[src/rtl/smpf_pkg.sv]
package smpf_pkg;

   typedef enum logic [2:0] {
      SEL_DATA   = 3'd0,
      SEL_CNT_HI = 3'd1,
      SEL_CNT_LO = 3'd2,
      SEL_CTRL   = 3'd3,
      SEL_STAT   = 3'd4
   } smpf_sel_e;

   localparam int CTRL_KEEP_BIT  = 0;
   localparam int CTRL_FLUSH_BIT = 1;
   localparam int STAT_OVF_BIT   = 0;

endpackage

[src/rtl/smpf_store.sv]
module smpf_store #(
   parameter int DEPTH  = 512,
   parameter int DATA_W = 8,
   localparam int AW    = $clog2(DEPTH)
) (
   input  logic              clk,
   input  logic              wr_en,
   input  logic [AW-1:0]     waddr,
   input  logic [DATA_W-1:0] wdata,
   input  logic [AW-1:0]     raddr,
   output logic [DATA_W-1:0] rdata
);

   logic [DATA_W-1:0] mem_q [DEPTH];

   always_ff @(posedge clk) begin
      if (wr_en) mem_q[waddr] <= wdata;
   end

   assign rdata = mem_q[raddr];

endmodule

[src/rtl/smpf_ptrs.sv]
module smpf_ptrs #(
   parameter int DEPTH = 512,
   parameter int CNT_W = 13,
   localparam int AW   = $clog2(DEPTH)
) (
   input  logic             clk,
   input  logic             rst_n,
   input  logic             flush,
   input  logic             push,
   input  logic             pop_req,
   input  logic             keep_old,
   output logic             wr_en,
   output logic [AW-1:0]    waddr,
   output logic [AW-1:0]    raddr,
   output logic [CNT_W-1:0] count,
   output logic             empty,
   output logic             ovf_evt
);

   localparam logic [CNT_W-1:0] FULL_CNT = CNT_W'(DEPTH);

   logic [AW-1:0]    wptr_q, rptr_q, wptr_inc, rptr_inc;
   logic [CNT_W-1:0] cnt_q;
   logic             full, push_ok, pop_ok, adv_rd;

   // pointer wrap: free binary wrap for a power-of-two depth, compare otherwise
   if ((DEPTH & (DEPTH - 1)) == 0) begin : g_wrap_pow2
      assign wptr_inc = wptr_q + 1'b1;
      assign rptr_inc = rptr_q + 1'b1;
   end else begin : g_wrap_cmp
      assign wptr_inc = (wptr_q == AW'(DEPTH - 1)) ? '0 : wptr_q + 1'b1;
      assign rptr_inc = (rptr_q == AW'(DEPTH - 1)) ? '0 : rptr_q + 1'b1;
   end

   always_comb begin
      full    = (cnt_q == FULL_CNT);
      empty   = (cnt_q == '0);
      push_ok = push & ~flush;
      pop_ok  = pop_req & ~empty & ~flush;
      ovf_evt = push_ok & ~pop_ok & full;
      wr_en   = push_ok & ~(ovf_evt & keep_old);
      adv_rd  = pop_ok | (ovf_evt & ~keep_old);
   end

   always_ff @(posedge clk) begin
      if (!rst_n || flush) begin
         wptr_q <= '0;
         rptr_q <= '0;
         cnt_q  <= '0;
      end else begin
         if (wr_en)  wptr_q <= wptr_inc;
         if (adv_rd) rptr_q <= rptr_inc;
         if (wr_en && !adv_rd)      cnt_q <= cnt_q + 1'b1;
         else if (adv_rd && !wr_en) cnt_q <= cnt_q - 1'b1;
      end
   end

   assign waddr = wptr_q;
   assign raddr = rptr_q;
   assign count = cnt_q;


   keep_full_chk: assert property (@(posedge clk) disable iff (!rst_n)
      (ovf_evt && keep_old) |=> $stable(count));

   overwrite_full_chk: assert property (@(posedge clk) disable iff (!rst_n)
      (ovf_evt && !keep_old) |=> (count == FULL_CNT));

   count_bound_chk: assert property (@(posedge clk) disable iff (!rst_n)
      count <= FULL_CNT);

   flush_empty_chk: assert property (@(posedge clk) disable iff (!rst_n)
      flush |=> (count == '0));

   pop_dec_chk: assert property (@(posedge clk) disable iff (!rst_n)
      (pop_req && !empty && !flush && !push) |=> (count == $past(count) - 1'b1));

endmodule

[src/rtl/smpf_regs.sv]
module smpf_regs
   import smpf_pkg::*;
#(
   parameter int DATA_W = 8,
   parameter int CNT_W  = 13
) (
   input  logic              clk,
   input  logic              rst_n,
   input  logic [2:0]        bus_addr,
   input  logic              bus_wr,
   input  logic              bus_rd,
   input  logic [DATA_W-1:0] bus_wdata,
   input  logic [CNT_W-1:0]  count,
   input  logic              empty,
   input  logic [DATA_W-1:0] head_byte,
   input  logic              ovf_evt,
   output logic [DATA_W-1:0] bus_rdata,
   output logic              keep_old,
   output logic              flush,
   output logic              host_push,
   output logic              pop_req
);

   smpf_sel_e         sel;
   logic              flush_q, keep_q, ovf_q;
   logic [CNT_W-1:0]  snap_q;
   logic [DATA_W-1:0] last_q, rdata_q, rd_mux;
   logic              rd_data, rd_hi, rd_stat, wr_ctrl, took;

   always_comb begin
      sel       = smpf_sel_e'(bus_addr);
      rd_data   = bus_rd & (sel == SEL_DATA);
      rd_hi     = bus_rd & (sel == SEL_CNT_HI);
      rd_stat   = bus_rd & (sel == SEL_STAT);
      wr_ctrl   = bus_wr & (sel == SEL_CTRL);
      host_push = bus_wr & (sel == SEL_DATA);
      pop_req   = rd_data;
      took      = rd_data & ~empty & ~flush_q;
   end

   always_comb begin
      rd_mux = '0;
      case (sel)
         SEL_DATA:   rd_mux = took ? head_byte : last_q;
         SEL_CNT_HI: rd_mux = DATA_W'(count >> DATA_W);
         SEL_CNT_LO: rd_mux = snap_q[DATA_W-1:0];
         SEL_CTRL:   rd_mux[CTRL_KEEP_BIT] = keep_q;
         SEL_STAT:   rd_mux[STAT_OVF_BIT] = ovf_q;
         default:    rd_mux = '0;
      endcase
   end

   always_ff @(posedge clk) begin
      if (!rst_n) begin
         flush_q <= 1'b0;
         keep_q  <= 1'b0;
         ovf_q   <= 1'b0;
         snap_q  <= '0;
         last_q  <= '0;
         rdata_q <= '0;
      end else begin
         flush_q <= wr_ctrl & bus_wdata[CTRL_FLUSH_BIT];
         if (wr_ctrl) keep_q <= bus_wdata[CTRL_KEEP_BIT];
         if (ovf_evt)      ovf_q <= 1'b1;
         else if (rd_stat) ovf_q <= 1'b0;
         if (rd_hi) snap_q <= count;
         if (took)  last_q <= head_byte;
         if (bus_rd) rdata_q <= rd_mux;
      end
   end

   assign bus_rdata = rdata_q;
   assign keep_old  = keep_q;
   assign flush     = flush_q;


   ovf_sticky_chk: assert property (@(posedge clk) disable iff (!rst_n)
      ovf_evt |=> ovf_q);

   empty_replay_chk: assert property (@(posedge clk) disable iff (!rst_n)
      (rd_data && empty) |=> (bus_rdata == $past(last_q)));

   flush_selfclr_chk: assert property (@(posedge clk) disable iff (!rst_n)
      (flush_q && !wr_ctrl) |=> !flush_q);

endmodule

[src/rtl/smpf_top.sv]
module smpf_top
   import smpf_pkg::*;
#(
   parameter int DEPTH  = 512,
   parameter int DATA_W = 8,
   parameter int CNT_W  = 13
) (
   input  logic              clk,
   input  logic              rst_n,
   input  logic              smp_strobe,
   input  logic [7:0]        smp_byte,
   input  logic [2:0]        bus_addr,
   input  logic              bus_wr,
   input  logic              bus_rd,
   input  logic [7:0]        bus_wdata,
   output logic [7:0]        bus_rdata
);

   localparam int AW   = $clog2(DEPTH);
   localparam int HI_W = CNT_W - DATA_W;

   if (DEPTH < 2) begin : g_bad_depth
      $error("smpf_top: DEPTH must be at least 2");
   end
   if (DATA_W != 8) begin : g_bad_width
      $error("smpf_top: port is byte wide, DATA_W must be 8");
   end
   if (HI_W < 1 || HI_W > DATA_W) begin : g_bad_cnt
      $error("smpf_top: CNT_W must exceed DATA_W by 1..DATA_W bits");
   end
   if (DEPTH >= (1 << CNT_W)) begin : g_cnt_small
      $error("smpf_top: CNT_W too narrow for DEPTH");
   end

   logic              keep_old, flush, host_push, pop_req;
   logic              wr_en, empty, ovf_evt, push;
   logic [AW-1:0]     waddr, raddr;
   logic [CNT_W-1:0]  count;
   logic [DATA_W-1:0] head_byte, push_byte;

   // producer strobe wins over a host write in the same cycle
   assign push      = smp_strobe | host_push;
   assign push_byte = smp_strobe ? smp_byte : bus_wdata;

   smpf_regs #(.DATA_W(DATA_W), .CNT_W(CNT_W)) u_regs (
      .clk       (clk),
      .rst_n     (rst_n),
      .bus_addr  (bus_addr),
      .bus_wr    (bus_wr),
      .bus_rd    (bus_rd),
      .bus_wdata (bus_wdata),
      .count     (count),
      .empty     (empty),
      .head_byte (head_byte),
      .ovf_evt   (ovf_evt),
      .bus_rdata (bus_rdata),
      .keep_old  (keep_old),
      .flush     (flush),
      .host_push (host_push),
      .pop_req   (pop_req)
   );

   smpf_ptrs #(.DEPTH(DEPTH), .CNT_W(CNT_W)) u_ptrs (
      .clk      (clk),
      .rst_n    (rst_n),
      .flush    (flush),
      .push     (push),
      .pop_req  (pop_req),
      .keep_old (keep_old),
      .wr_en    (wr_en),
      .waddr    (waddr),
      .raddr    (raddr),
      .count    (count),
      .empty    (empty),
      .ovf_evt  (ovf_evt)
   );

   smpf_store #(.DEPTH(DEPTH), .DATA_W(DATA_W)) u_store (
      .clk   (clk),
      .wr_en (wr_en),
      .waddr (waddr),
      .wdata (push_byte),
      .raddr (raddr),
      .rdata (head_byte)
   );


   full_swap_chk: assert property (@(posedge clk) disable iff (!rst_n)
      (push && pop_req && !empty && !flush) |-> !ovf_evt);

   strobe_wins_chk: assert property (@(posedge clk) disable iff (!rst_n)
      (smp_strobe && wr_en) |-> (push_byte == smp_byte));

endmodule

[config.mk]
export PLATFORM = sky130hd
export DESIGN_NAME = smpf_top
export DESIGN_NICKNAME = d
export VERILOG_FILES = /design/src/rtl/smpf_pkg.sv /design/src/rtl/smpf_store.sv /design/src/rtl/smpf_ptrs.sv /design/src/rtl/smpf_regs.sv /design/src/rtl/smpf_top.sv
export SDC_FILE = /design/constraint.sdc
export NUM_CORES = 2
export LEC_CHECK = 0
export BUFFER_PORTS_ARGS = -buffer_cell sky130_fd_sc_hd__clkbuf_2
export CAP_MARGIN = 10
export CELL_PAD_IN_SITES_DETAIL_PLACEMENT = 0
export CELL_PAD_IN_SITES_GLOBAL_PLACEMENT = 2
export CORE_ASPECT_RATIO = 0.6
export CORE_UTILIZATION = 50
export CTS_CLUSTER_SIZE = 8
export DETAILED_ROUTE_END_ITERATION = 16
export PLACE_DENSITY_LB_ADDON = 0.1
export SETUP_SLACK_MARGIN = 0.2
export SLEW_MARGIN = 30
export SYNTH_ARGS = -nofsm -noshare
export SYNTH_HDL_FRONTEND = slang
export SYNTH_SLANG_ARGS = --single-unit
[constraint.sdc]
create_clock -name clk -period 16.2 [get_ports clk]
set_clock_uncertainty 0.15 [all_clocks]
set_input_delay 3.24 -clock clk [delete_from_list [all_inputs] [get_ports clk]]
set_output_delay 3.24 -clock clk [all_outputs]
set_load 0.02 [all_outputs]
==> results.toml <==
[route]
drt_iter0_markers = 11800
wirelength_um = 471000
vias = 83100
ant_nets = 0
vias_per_cell = 6.62
drc = 0
wl_per_cell_um = 37.5
drt_first_pass_iters = 5

[power]
power_frac_comb = 0.049
ir_drop_mv = 0.0981
internal_power_uw = 19100
p_leak_uw = 0.0556
p_switching_uw = 5150
p_per_area_nw_per_um2 = 132
p_seq_frac = 0.495
swShare = 0.213
power_frac_clock = 0.456

[die]
row_count = 162
start_util = 0.503
die_area_sq_um = 329000
fp.dieH_um = 445
io-pin-count = 32
coreArea_sq_um = 325000
die_w_um = 740

[synthesis]
syn_nets = 7768
syn_area_per_cell_sq_um = 21.1
synthTopCellsByArea = "edfxtp_1 (75%), mux4_2 (12%), mux4_1 (2.0%), mux2i_1 (1.5%), nor2_1 (1.5%)"
yosysTopAreaCell = "edfxtp_1"
synth_area_sq_um = 163000
synth_ff_type = "edfxtp_1"
synth.most_common_cell = "edfxtp_1"
syn_inst = 7725
ys_seq_area_frac = 0.762
async_reset_ff_frac = 0
synth-edff-count = 4096
synth_top_cells_by_count = "edfxtp_1 (4096), mux4_2 (865), nor2_1 (637)"
yosysUniqueCellTypes = 90
synth_top_area_share = 0.753
synth_seq_cells = 4163
synth_warnings = 0

[clocking]
ctsResizeCount = 0
cts_sinks = 4163
cts_buffers = 594
htree_num_levels = 6
holdBufCountCts = 0
cts_tree = "yes"
post-cts-setup-buffer-count = 0
clkTransAtPathRegs_ns = 0.05
insertion_delay_ns = 0.94
ctsLongestPathBuffers = 4
root_buffer = "clkbuf_16"

[timing]
slew_headroom = 0.303
period_minus_slack_ns = 7.61
min_period_over_period = 0.470
drv_slew = 0
rsz0062_at_grt = "no"
tightest_slew_ns = 1.05
tns_ns = 0
hold_viol = 0
fmax_ghz = 0.131
timing.final.ws_setup_ns = 8.59
setup_viol = 0

[global_route]
grt.total_usage = 0.285
grt_max_degree = 181
overflow = 0
grt_pass1_vias = 80600
grt_pass1_wl_um = 654000
antenna_found_initial = 23

[critical_path]
crit_type = "in -> reg"
r2r_setup_slack_ns = 9.43
worstPathArrival_ns = 8.31
crit_family = "compound AO/OA/AOI/OAI gates"
worstPathCellList = "clkbuf_2 > nand2b_1 > nor4_1 > a21boi_2 > a21o_1 > inv_1 > ha_1 > inv_1 > ha_1 > a21oi_1 > o21bai_1 > a2111oi_0 > nor3_1 > o31ai_1 > xnor2_1 > or3_1 > a21oi_1"
path_buf_inv = 3
startpoint_type = "input port"
required_ns = 16.89
crit_path_end_kind = "flop"
path_max_fanout = 17
cpPeakStageDelay_ns = 0.64
slowest_stage = "a21boi_2"

[final_layout]
drive_gt1_frac = 0.228
fin_nets = 8122
area_delta_synth_final_pct = 12.5

[place]
preCtsSetupSlack_ns = 7.61
portBuffers = 31
gp_congestion = 0.860
post-dp-hpwl_um = 288000

[job]
maxCapViolCount = 0

[worst_hold_path]
min_path_type = "reg -> reg"

[run_status]
outcome = "complete, no violations"
-- worst reg2reg max path: stages (launching register included) --
cell       delay [ns]
dfxtp_4          0.69
buf_4            0.68
buf_4            0.66
buf_4            0.71
buf_4            0.59
mux4_2           0.58
mux2i_1          0.53
o21ai_0          0.39
nor2_1           0.38
a2111oi_0        0.19
o311ai_4         0.81
a21o_1           0.25
a21oi_2          0.05
-- routing by layer --
layer / global-route usage / vias up / part of all wire
li1: - / 32900 / -
met1: 0.461 / 44700 / 0.45
met2: 0.383 / 4841 / 0.41
met3: 0.0823 / 608 / 0.12
met4: 0.0623 / 2 / 0.022
met5: 0 / - / 0.000028
-- through the flow --
step	total power, uW	util	hold slack (ns)	std cells	cell area, sq um
6_report	24200	0.566	0.316	12600	184000
5_1_grt	24800	0.565	0.331	12500	184000
4_1_cts	24300	0.565	0.315	12500	184000
3_5_place_dp	13400	0.516	0.306	11800	168000
3_3_place_gp	13400	0.516	0.301	11800	168000
2_1_floorplan	13000	-	0.285	7725	163000
-- cells by family after synthesis --
group | share of synthesized area
flip-flops | 0.762
multiplexers | 0.157
AND/OR/NAND/NOR | 0.0307
AO/OA/AOI/OAI | 0.0270
buffers and inverters | 0.0213
XOR/XNOR | 0.00123
adder cells (fa/ha/maj) | 0.00150
-- power by group through the flow --
stage | combinational, uW | sequential (uW) | clock [uW]
after global placement | 1190 | 12200 | 0
after CTS | 1200 | 12000 | 11200
final | 1190 | 12000 | 11100
after floorplan | 820 | 12200 | 0
after global routing | 1260 | 12000 | 11600
after detailed placement | 1200 | 12200 | 0
-- final timing paths --
path | start | cells past startpoint | endpoint
worst max-delay path | bus_addr[2] | 17 | u_ptrs.count[12]
worst min-delay path | u_regs.last_q[6] | 2 | u_regs.last_q[6]
worst max register to register | flop | 12 | u_regs.bus_rdata[5]
worst min register to register | u_regs.last_q[6] | 2 | u_regs.last_q[6]
-- cells in the final DEF (no fill, tap or decap), types with 30 or more instances in the layout --
master,synthesis,layout
buf_4,56,175
o22ai_1,115,115
a22oi_1,143,143
mux4_1,124,124
o21ai_0,52,52
nor2_1,637,623
edfxtp_1,4096,4096
nor3_1,69,66
mux2i_1,242,242
nand3_1,42,30
a211oi_1,40,39
nor2b_1,48,41
a21oi_1,111,111
clkbuf_2,0,31
mux4_2,865,865
clkbuf_1,150,68
nand2_1,157,155
clkbuf_16,0,613
dfxtp_1,67,61
-- registers in the layout, indices dropped and copies added, names as in the netlist, named ones only --
register,flops
u_ptrs.raddr,9
u_regs.keep_old,1
u_regs.ovf_q,1
u_ptrs.count,13
u_regs.snap_q,8
u_regs.bus_rdata,8
u_regs.flush,1
u_regs.last_q,8
u_store.mem_q,4096
u_ptrs.waddr,9
-- final cells by class --
cell class / count / area [sq um]
tap: 4346 / 5440
inverter: 14 / 60.1
antenna: 8 / 20.0
multi-input combinational: 3078 / 35900
fill: 23900 / 141000
clock inverter: 34 / 390
clock buffer: 681 / 15600
timing repair buffer: 228 / 1840
sequential: 4163 / 124000
Power figures use the tool's default switching activity.
